[src/rtl/reg_addsub_pkg.sv]
package reg_addsub_pkg;

    typedef enum logic [1:0] {
        OP_HOLD   = 2'd0,
        OP_PRESET = 2'd1,
        OP_ADD    = 2'd2,
        OP_SUB    = 2'd3
    } op_e;

endpackage

[src/rtl/reg_addsub_opsel.sv]
module reg_addsub_opsel #(
    parameter int WIDTH = 4
) (
    input  logic [WIDTH-1:0] a_val,
    input  logic             sub_sel,
    output logic [WIDTH-1:0] operand,
    output logic             carry_in
);

    genvar gi;
    generate
        for (gi = 0; gi < WIDTH; gi++) begin : g_inv
            assign operand[gi] = a_val[gi] ^ sub_sel;
        end
    endgenerate

    assign carry_in = sub_sel;

endmodule

[src/rtl/reg_addsub_ripple.sv]
module reg_addsub_ripple #(
    parameter int WIDTH = 4
) (
    input  logic [WIDTH-1:0] x_in,
    input  logic [WIDTH-1:0] y_in,
    input  logic             c_in,
    output logic [WIDTH-1:0] sum,
    output logic             c_into_msb,
    output logic             c_out
);

    logic [WIDTH:0] chain;

    assign chain[0] = c_in;

    genvar gi;
    generate
        for (gi = 0; gi < WIDTH; gi++) begin : g_fa
            assign sum[gi]     = x_in[gi] ^ y_in[gi] ^ chain[gi];
            assign chain[gi+1] = (x_in[gi] & y_in[gi]) |
                                 (chain[gi] & (x_in[gi] ^ y_in[gi]));
        end
    endgenerate

    assign c_into_msb = chain[WIDTH-1];
    assign c_out      = chain[WIDTH];

endmodule

[src/rtl/reg_addsub_ctrl.sv]
module reg_addsub_ctrl
    import reg_addsub_pkg::*;
(
    input  logic a_preset,
    input  logic op_en,
    input  logic sub_sel,
    output op_e  op
);

    always_comb begin
        if (a_preset) begin
            op = OP_PRESET;
        end else if (op_en) begin
            op = sub_sel ? OP_SUB : OP_ADD;
        end else begin
            op = OP_HOLD;
        end
    end

endmodule

[src/rtl/reg_addsub.sv]
module reg_addsub
    import reg_addsub_pkg::*;
#(
    parameter int WIDTH = 4
) (
    input  logic             clk,
    input  logic             rst,
    input  logic             a_preset,
    input  logic [WIDTH-1:0] a_din,
    input  logic             b_preset,
    input  logic [WIDTH-1:0] b_din,
    input  logic             sub_sel,
    input  logic             op_en,
    output logic [WIDTH-1:0] a_q,
    output logic [WIDTH-1:0] b_q,
    output logic             carry_q,
    output logic             ovf_q
);

    localparam int MSB = WIDTH - 1;

    op_e              op;
    logic [WIDTH-1:0] operand;
    logic             carry_in;
    logic [WIDTH-1:0] sum;
    logic             c_into_msb;
    logic             c_out;

    logic [WIDTH-1:0] a_next;
    logic             carry_next;
    logic             ovf_next;

    reg_addsub_ctrl u_ctrl (
        .a_preset (a_preset),
        .op_en    (op_en),
        .sub_sel  (sub_sel),
        .op       (op)
    );

    reg_addsub_opsel #(.WIDTH(WIDTH)) u_opsel (
        .a_val    (a_q),
        .sub_sel  (sub_sel),
        .operand  (operand),
        .carry_in (carry_in)
    );

    reg_addsub_ripple #(.WIDTH(WIDTH)) u_adder (
        .x_in       (b_q),
        .y_in       (operand),
        .c_in       (carry_in),
        .sum        (sum),
        .c_into_msb (c_into_msb),
        .c_out      (c_out)
    );

    always_comb begin
        a_next     = a_q;
        carry_next = carry_q;
        ovf_next   = ovf_q;
        unique case (op)
            OP_HOLD: begin
            end
            OP_PRESET: begin
                a_next = a_din;
            end
            OP_ADD, OP_SUB: begin
                a_next     = sum;
                carry_next = c_out;
                ovf_next   = c_into_msb ^ c_out;
            end
            default: begin
            end
        endcase
    end

    always_ff @(posedge clk) begin
        if (rst) begin
            a_q     <= '0;
            carry_q <= 1'b0;
            ovf_q   <= 1'b0;
        end else begin
            a_q     <= a_next;
            carry_q <= carry_next;
            ovf_q   <= ovf_next;
        end
    end

    always_ff @(posedge clk) begin
        if (rst) begin
            b_q <= '0;
        end else if (b_preset) begin
            b_q <= b_din;
        end
    end


    add_result_chk: assert property (@(posedge clk) disable iff (rst)
        (op_en && !a_preset && !sub_sel) |=> a_q == $past(b_q) + $past(a_q));


    sub_result_chk: assert property (@(posedge clk) disable iff (rst)
        (op_en && !a_preset && sub_sel) |=> a_q == $past(b_q) - $past(a_q));


    add_carry_chk: assert property (@(posedge clk) disable iff (rst)
        (op_en && !a_preset && !sub_sel) |=>
        carry_q == (((WIDTH+1)'($past(b_q)) + (WIDTH+1)'($past(a_q))) > (WIDTH+1)'({WIDTH{1'b1}})));


    sub_carry_chk: assert property (@(posedge clk) disable iff (rst)
        (op_en && !a_preset && sub_sel) |=> carry_q == ($past(b_q) >= $past(a_q)));


    hold_chk: assert property (@(posedge clk) disable iff (rst)
        (!op_en && !a_preset) |=> ($stable(a_q) && $stable(carry_q) && $stable(ovf_q)));


    preset_wins_chk: assert property (@(posedge clk) disable iff (rst)
        a_preset |=> (a_q == $past(a_din) && $stable(carry_q) && $stable(ovf_q)));


    b_untouched_chk: assert property (@(posedge clk) disable iff (rst)
        !b_preset |=> $stable(b_q));


    ovf_sign_chk: assert property (@(posedge clk) disable iff (rst)
        (op_en && !a_preset) |=>
        ovf_q == (($past(b_q[MSB]) == ($past(a_q[MSB]) ^ $past(sub_sel))) &&
                  (a_q[MSB] != $past(b_q[MSB]))));


    reset_clear_chk: assert property (@(posedge clk)
        rst |=> (a_q == '0 && b_q == '0 && !carry_q && !ovf_q));

endmodule

[config.mk]
export PLATFORM = sky130hd
export DESIGN_NAME = reg_addsub
export DESIGN_NICKNAME = d
export VERILOG_FILES = /design/src/rtl/reg_addsub_pkg.sv /design/src/rtl/reg_addsub_opsel.sv /design/src/rtl/reg_addsub_ripple.sv /design/src/rtl/reg_addsub_ctrl.sv /design/src/rtl/reg_addsub.sv
export SDC_FILE = /design/constraint.sdc
export NUM_CORES = 1
export LEC_CHECK = 0
export BUFFER_PORTS_ARGS = -buffer_cell sky130_fd_sc_hd__buf_2
export CORE_MARGIN = 3
export CORE_UTILIZATION = 40
export DETAILED_ROUTE_END_ITERATION = 7
export GPL_ROUTABILITY_DRIVEN = 0
export PLACE_DENSITY_LB_ADDON = 0.12
export SYNTH_ARGS = -nofsm -noshare
export SYNTH_HDL_FRONTEND = slang
export SYNTH_SLANG_ARGS = --single-unit
[constraint.sdc]
create_clock -name clk -period 1.9 [get_ports clk]
set_input_delay 0.095 -clock clk [delete_from_list [all_inputs] [get_ports clk]]
set_output_delay 0.095 -clock clk [all_outputs]
set_load 0.05 [all_outputs]
Yosys cells after proc, flatten, opt, wreduce, memory -nomap -nowiden
Index checks and enable logic that the tools add are counted.
Widths: inputs -> output; s select.
{"block": "op_classes", "addsub": 0, "n_mul": 0, "div_mod_pow": 0, "order_cmp": 0, "eq_ne": 3, "shift": 0, "mux": 4, "bitwise": 25, "reduce_logical": 2}
{"op": "$xor 1x1->1", "n": 13}
{"op": "$and 1x1->1", "n": 8}
{"op": "$pmux 4 s2", "n": 1}
{"op": "$eq 2x2->1 const B", "n": 2}
{"op": "$mux 2", "n": 2}
{"op": "$or 1x1->1", "n": 4}
{"op": "$eq 2x1->1 const B", "n": 1}
{"op": "$reduce_bool 2->1", "n": 1}
{"op": "$reduce_or 2->1", "n": 1}
{"op": "$mux 1", "n": 1}
{"block": "totals", "regBits": 10, "latch_bits": 0, "ram_bits": 0, "romBits": 0, "out_inout_bits": 10, "word_cells": 38, "n_memories": 0}

Depth between registers and ports, before layout
{"block": "depth", "ltp_word": 11, "depth_mapped": 9}

Modules after synthesis
A second synthesis with hierarchy kept.
{"block": "unflattened", "cells_unflattened": 59, "area_unflattened_um2": 579.3}
{"module": "reg_addsub", "n_inst": 1, "cells_per_inst": 40, "area_each_um2": 412.9, "seq_area_each_um2": 200.2}
{"module": "reg_addsub_ripple", "n_inst": 1, "cells_per_inst": 12, "area_each_um2": 110.1, "seq_area_each_um2": 0.0}
{"module": "reg_addsub_opsel", "n_inst": 1, "cells_per_inst": 5, "area_each_um2": 42.5, "seq_area_each_um2": 0.0}
{"module": "reg_addsub_ctrl", "n_inst": 1, "cells_per_inst": 2, "area_each_um2": 13.8, "seq_area_each_um2": 0.0}

Worst setup path after synthesis
OpenSTA, ideal clock, no wires.
{"block": "synth_timing", "path_type": "register to register", "startpoint": "register a_q[0]", "endpoint": "register a_q[3]", "setup_time_ns": 0.118, "arrival_time_ns": 2.419, "slack_ns": -0.637, "path_stages_with_launch": 10, "path_buffers": 0, "period_less_slack_ns": 2.537, "path_cell_list": "dfxtp_1 mux2_2 fa_1 inv_1 fa_1 inv_1 fa_1 mux2i_1 o21ai_1 nor2b_1"}
{"block": "synth_via", "elab_chain_cells": 10, "elab_cells_between_ends": 11}
{"element": "start: declaration", "line_no": "reg_addsub.sv:14", "rtl": "output logic [WIDTH-1:0] a_q,"}
{"element": "start signal: assignment", "line_no": "reg_addsub.sv:82", "rtl": "a_q <= a_next;"}
{"element": "$xor 1x1->1 *", "line_no": "reg_addsub_opsel.sv:13", "rtl": "assign operand[gi] = a_val[gi] ^ sub_sel;"}
{"element": "$xor 1x1->1", "line_no": "reg_addsub_ripple.sv:21", "rtl": "(chain[gi] & (x_in[gi] ^ y_in[gi]));"}
{"element": "$and 1x1->1", "line_no": "reg_addsub_ripple.sv:21"}
{"element": "$or 1x1->1 *", "line_no": "reg_addsub_ripple.sv:20", "rtl": "assign chain[gi+1] = (x_in[gi] & y_in[gi]) |"}
{"element": "$and 1x1->1 *", "line_no": "reg_addsub_ripple.sv:21"}
{"element": "$or 1x1->1 *", "line_no": "reg_addsub_ripple.sv:20"}
{"element": "$and 1x1->1 *", "line_no": "reg_addsub_ripple.sv:21"}
{"element": "$or 1x1->1 *", "line_no": "reg_addsub_ripple.sv:20"}
{"element": "$xor 1x1->1 *", "line_no": "reg_addsub_ripple.sv:19", "rtl": "assign sum[gi] = x_in[gi] ^ y_in[gi] ^ chain[gi];"}
{"element": "$pmux 4 s2 *", "line_no": "reg_addsub.sv:60", "rtl": "unique case (op)"}
Every way passes the cells marked *; elsewhere a longest branch is shown, timed or not.
A chain may end at the register's enable or synchronous reset.

Worst setup path after layout
Same ends and word-level chain as after synthesis.

==> impl_results.md <==
* Outcome: finished with violations
* Violated checks: setup timing
* Number of antenna violations at the first check in global routing at 0
* Post-Syn Nets at 72
* Remaining Overflow, GRT at 0
* Share of layout cells above drive strength 1 at 55.42%
* Power density cells at ~800 nW/um^2
* HP Class: in2reg
* Vias in the first global route at 401
* Number of placed I/O pins at 24
* Antenna-violating nets left at 0
* Layout overhead on the synthesized area at 36.57%
* Required time at the worst-slack endpoint at 2.11 ns
* Minimum clock period after layout at 2.119 ns
* LEAKAGE at 0.3846 nW
* Clock input transition at the sequential cells of the worst setup and hold paths at ~0.070 ns
* Vias at between 400 and 500
* Number of antenna repair diodes at 0
* Total count of hold-check failures in the final report at 0
* Final non-filler cell total at 97
* DP Cell Count at 93
* Number of warnings printed during yosys synthesis at 0
* # Max-Cap Violations at 0
* Total clock sinks at 10
* Setup skew after layout at 0.004779 ns
* Max rail drop VDD at 0.5683 mV
* Number of nets in the finished design at 101
* First-pass GRT wire length at 1683 microns
* Maximum fanout along the worst path at 2
* Maximum number of pins on one net before global-route repair at 12
* Slack of the critical path at -0.2188 ns
* Count of standard-cell rows at 12
* Sum of net half-perimeters after detailed placement at 848.2 microns
* DIE WIDTH at ~43 microns
* Total DRC errors in the routed layout at 0
* Overall die height at 43.23 microns
* Clock H-tree levels at 1
* Unrepaired setup endpoints after global routing: true
* Post-synthesis instance area at approximately 550 sq um
* DR pass1 iterations at 3
* Port Buf Inserts at 23
* Core region area at ~1200 sq um
* Element type at the critical path start: flop
* Clock tree from TritonCTS: yes
* Longest Clk Path Bufs at 2
* Drt initial violations at 2
* Total length of routed wires at 1036 microns
* Actual slew at the worst max-slew pin at 0.2532 ns
* Type of the worst setup path: reg2reg
* Proportion of synthesized chip area in sequential cells at 36.12%
* Effective utilization at floorplan at 46.15%
* Post-synthesis average cell area at 10.08 sq um
* Final Power at 0.6221 mW
* Setup Viol. Count Final at 2
* Sort of element at the end of the critical path: flop
* Commonest non-fill, non-tap cells in the layout: sky130_fd_sc_hd__buf_2 (23), sky130_fd_sc_hd__mux2i_1 (7), sky130_fd_sc_hd__dfxtp_1 (6)
* Pins Over Slew Limit at 0
* Vias per cell at 4.608
* Final total negative setup slack at -0.3458 ns
* Period utilization at 111.5%
* Clock Root Buffer: sky130_fd_sc_hd__clkbuf_4
* CTS buffer count at 3
* Filler Cell Count at roughly 110
* Arrival time worst endpoint at 2.33 ns
* GRT Util Overall at 12.75%
* Instance count of the mapped netlist at 55
* Post-route worst hold slack at 0.06018 ns
* Placement Setup Slack at -0.2681 ns
* Later-pin clock latency in the skew report at roughly 0.27 ns
* Area of the die at about 1900 sq um
* Number of unique standard cell types used by synthesis at 22
* FMAX at 472.0 MHz
* Leading cell type in the layout, fill and taps excluded: sky130_fd_sc_hd__buf_2
* Worst relative slew slack at 83.23%
* Yosys reg bits at 10
* Post-CTS Setup Bufs at 0
* Routed length per placed instance at 10.68 microns
## worst paths after layout
check             startpoint  endpoint  slack, ns  depth (start not counted)
hold / removal      b_din[0]    b_q[0]       0.06                          3
hold reg to reg        ovf_q     ovf_q       0.49                          2
setup / recovery      a_q[0]    a_q[3]      -0.22                          9
setup reg to reg      a_q[0]    a_q[3]      -0.22                          9
## state kept, by name, summed over array words and instances (netlist names)
signal and count:
a_q 4, b_q 4, carry_q 1, ovf_q 1
## layout make-up
cell class                      instances  area, sq um  share of cell area [%]
Tap cell                               14        17.52                   2.314
Sequential cell                        10        210.2                   27.77
Inverter                                4        15.01                   1.983
Multi-Input combinational cell         37        325.3                   42.98
Timing Repair Buffer                   28        152.6                   20.17
Clock buffer                            4        36.28                   4.793
## synthesized netlist by cell type, drive strengths merged
cell type  instances  area (sq um)
dfxtp             10         200.2
mux2i              7         70.07
nor2               6         25.03
inv                4         15.01
nand2              4         15.01
buf                3         27.52
fa                 3         60.06
xor2               3         26.28
a21oi              2         13.76
nor2b              2         12.51
o21ai              2         10.01
xnor2              2         17.52
a211o              1         8.760
clkbuf             1         5.000
mux2               1         11.26
nand2b             1         13.76
nand3b             1         7.510
o21a               1         7.510
o31ai              1         7.510
## critical path: stages (launching register included)
cell and delay [ns]:
sky130_fd_sc_hd__dfxtp_4 0.35, sky130_fd_sc_hd__mux2_4 0.30, sky130_fd_sc_hd__fa_2 0.33, sky130_fd_sc_hd__inv_2 0.06, sky130_fd_sc_hd__fa_2 0.19, sky130_fd_sc_hd__inv_2 0.04
sky130_fd_sc_hd__fa_2 0.51, sky130_fd_sc_hd__mux2i_1 0.07, sky130_fd_sc_hd__o21ai_1 0.10, sky130_fd_sc_hd__nor2b_1 0.12
## repair_timing
item,4_1_cts,5_1_grt
pin swaps,3,1
resized for setup,3,0
setup endpoints to repair,3,4
cloned,0,0
hold endpoints to repair,0,0
hold buffers,0,0
## power by group
group	internal, mW	switching, mW	total [mW]
clock	0.116	0.0757	0.192
sequential	0.225	0.0126	0.238
combinational	0.0786	0.113	0.192
## per-stage QoR
step	area [sq um]	utilization, %
floorplan	573.1	-
global placement	710.7	59.17
detailed placement	710.7	59.17
CTS	757.0	63.02
global route	757.0	63.02
finish	757.0	63.02
## cells by family (layout without fill, tap and decap cells)
kind of cell	Yosys count	after routing	share of synthesized area (%)
and+or+nand+nor	14	14	13.32
DFF	10	10	36.12
muxes	8	8	14.67
buffers and inverters	8	36	8.575
AOI/OAI and AO/OA	7	7	8.579
xor gates and xnor gates	5	5	7.902
adders and majority gates	3	3	10.84
## routing by layer
| metal | track usage (%) | vias up | wire, microns |
|---|---|---|---|
| met4 | 5.422 | 0 | 9 |
| met3 | 7.627 | 2 | 100 |
| met5 | 0 | - | 0 |
| met1 | 14.87 | 196 | 465 |
| met2 | 18.58 | 18 | 461 |
| li1 | - | 231 | - |
Note: power is estimated with default switching activity, not from simulation.
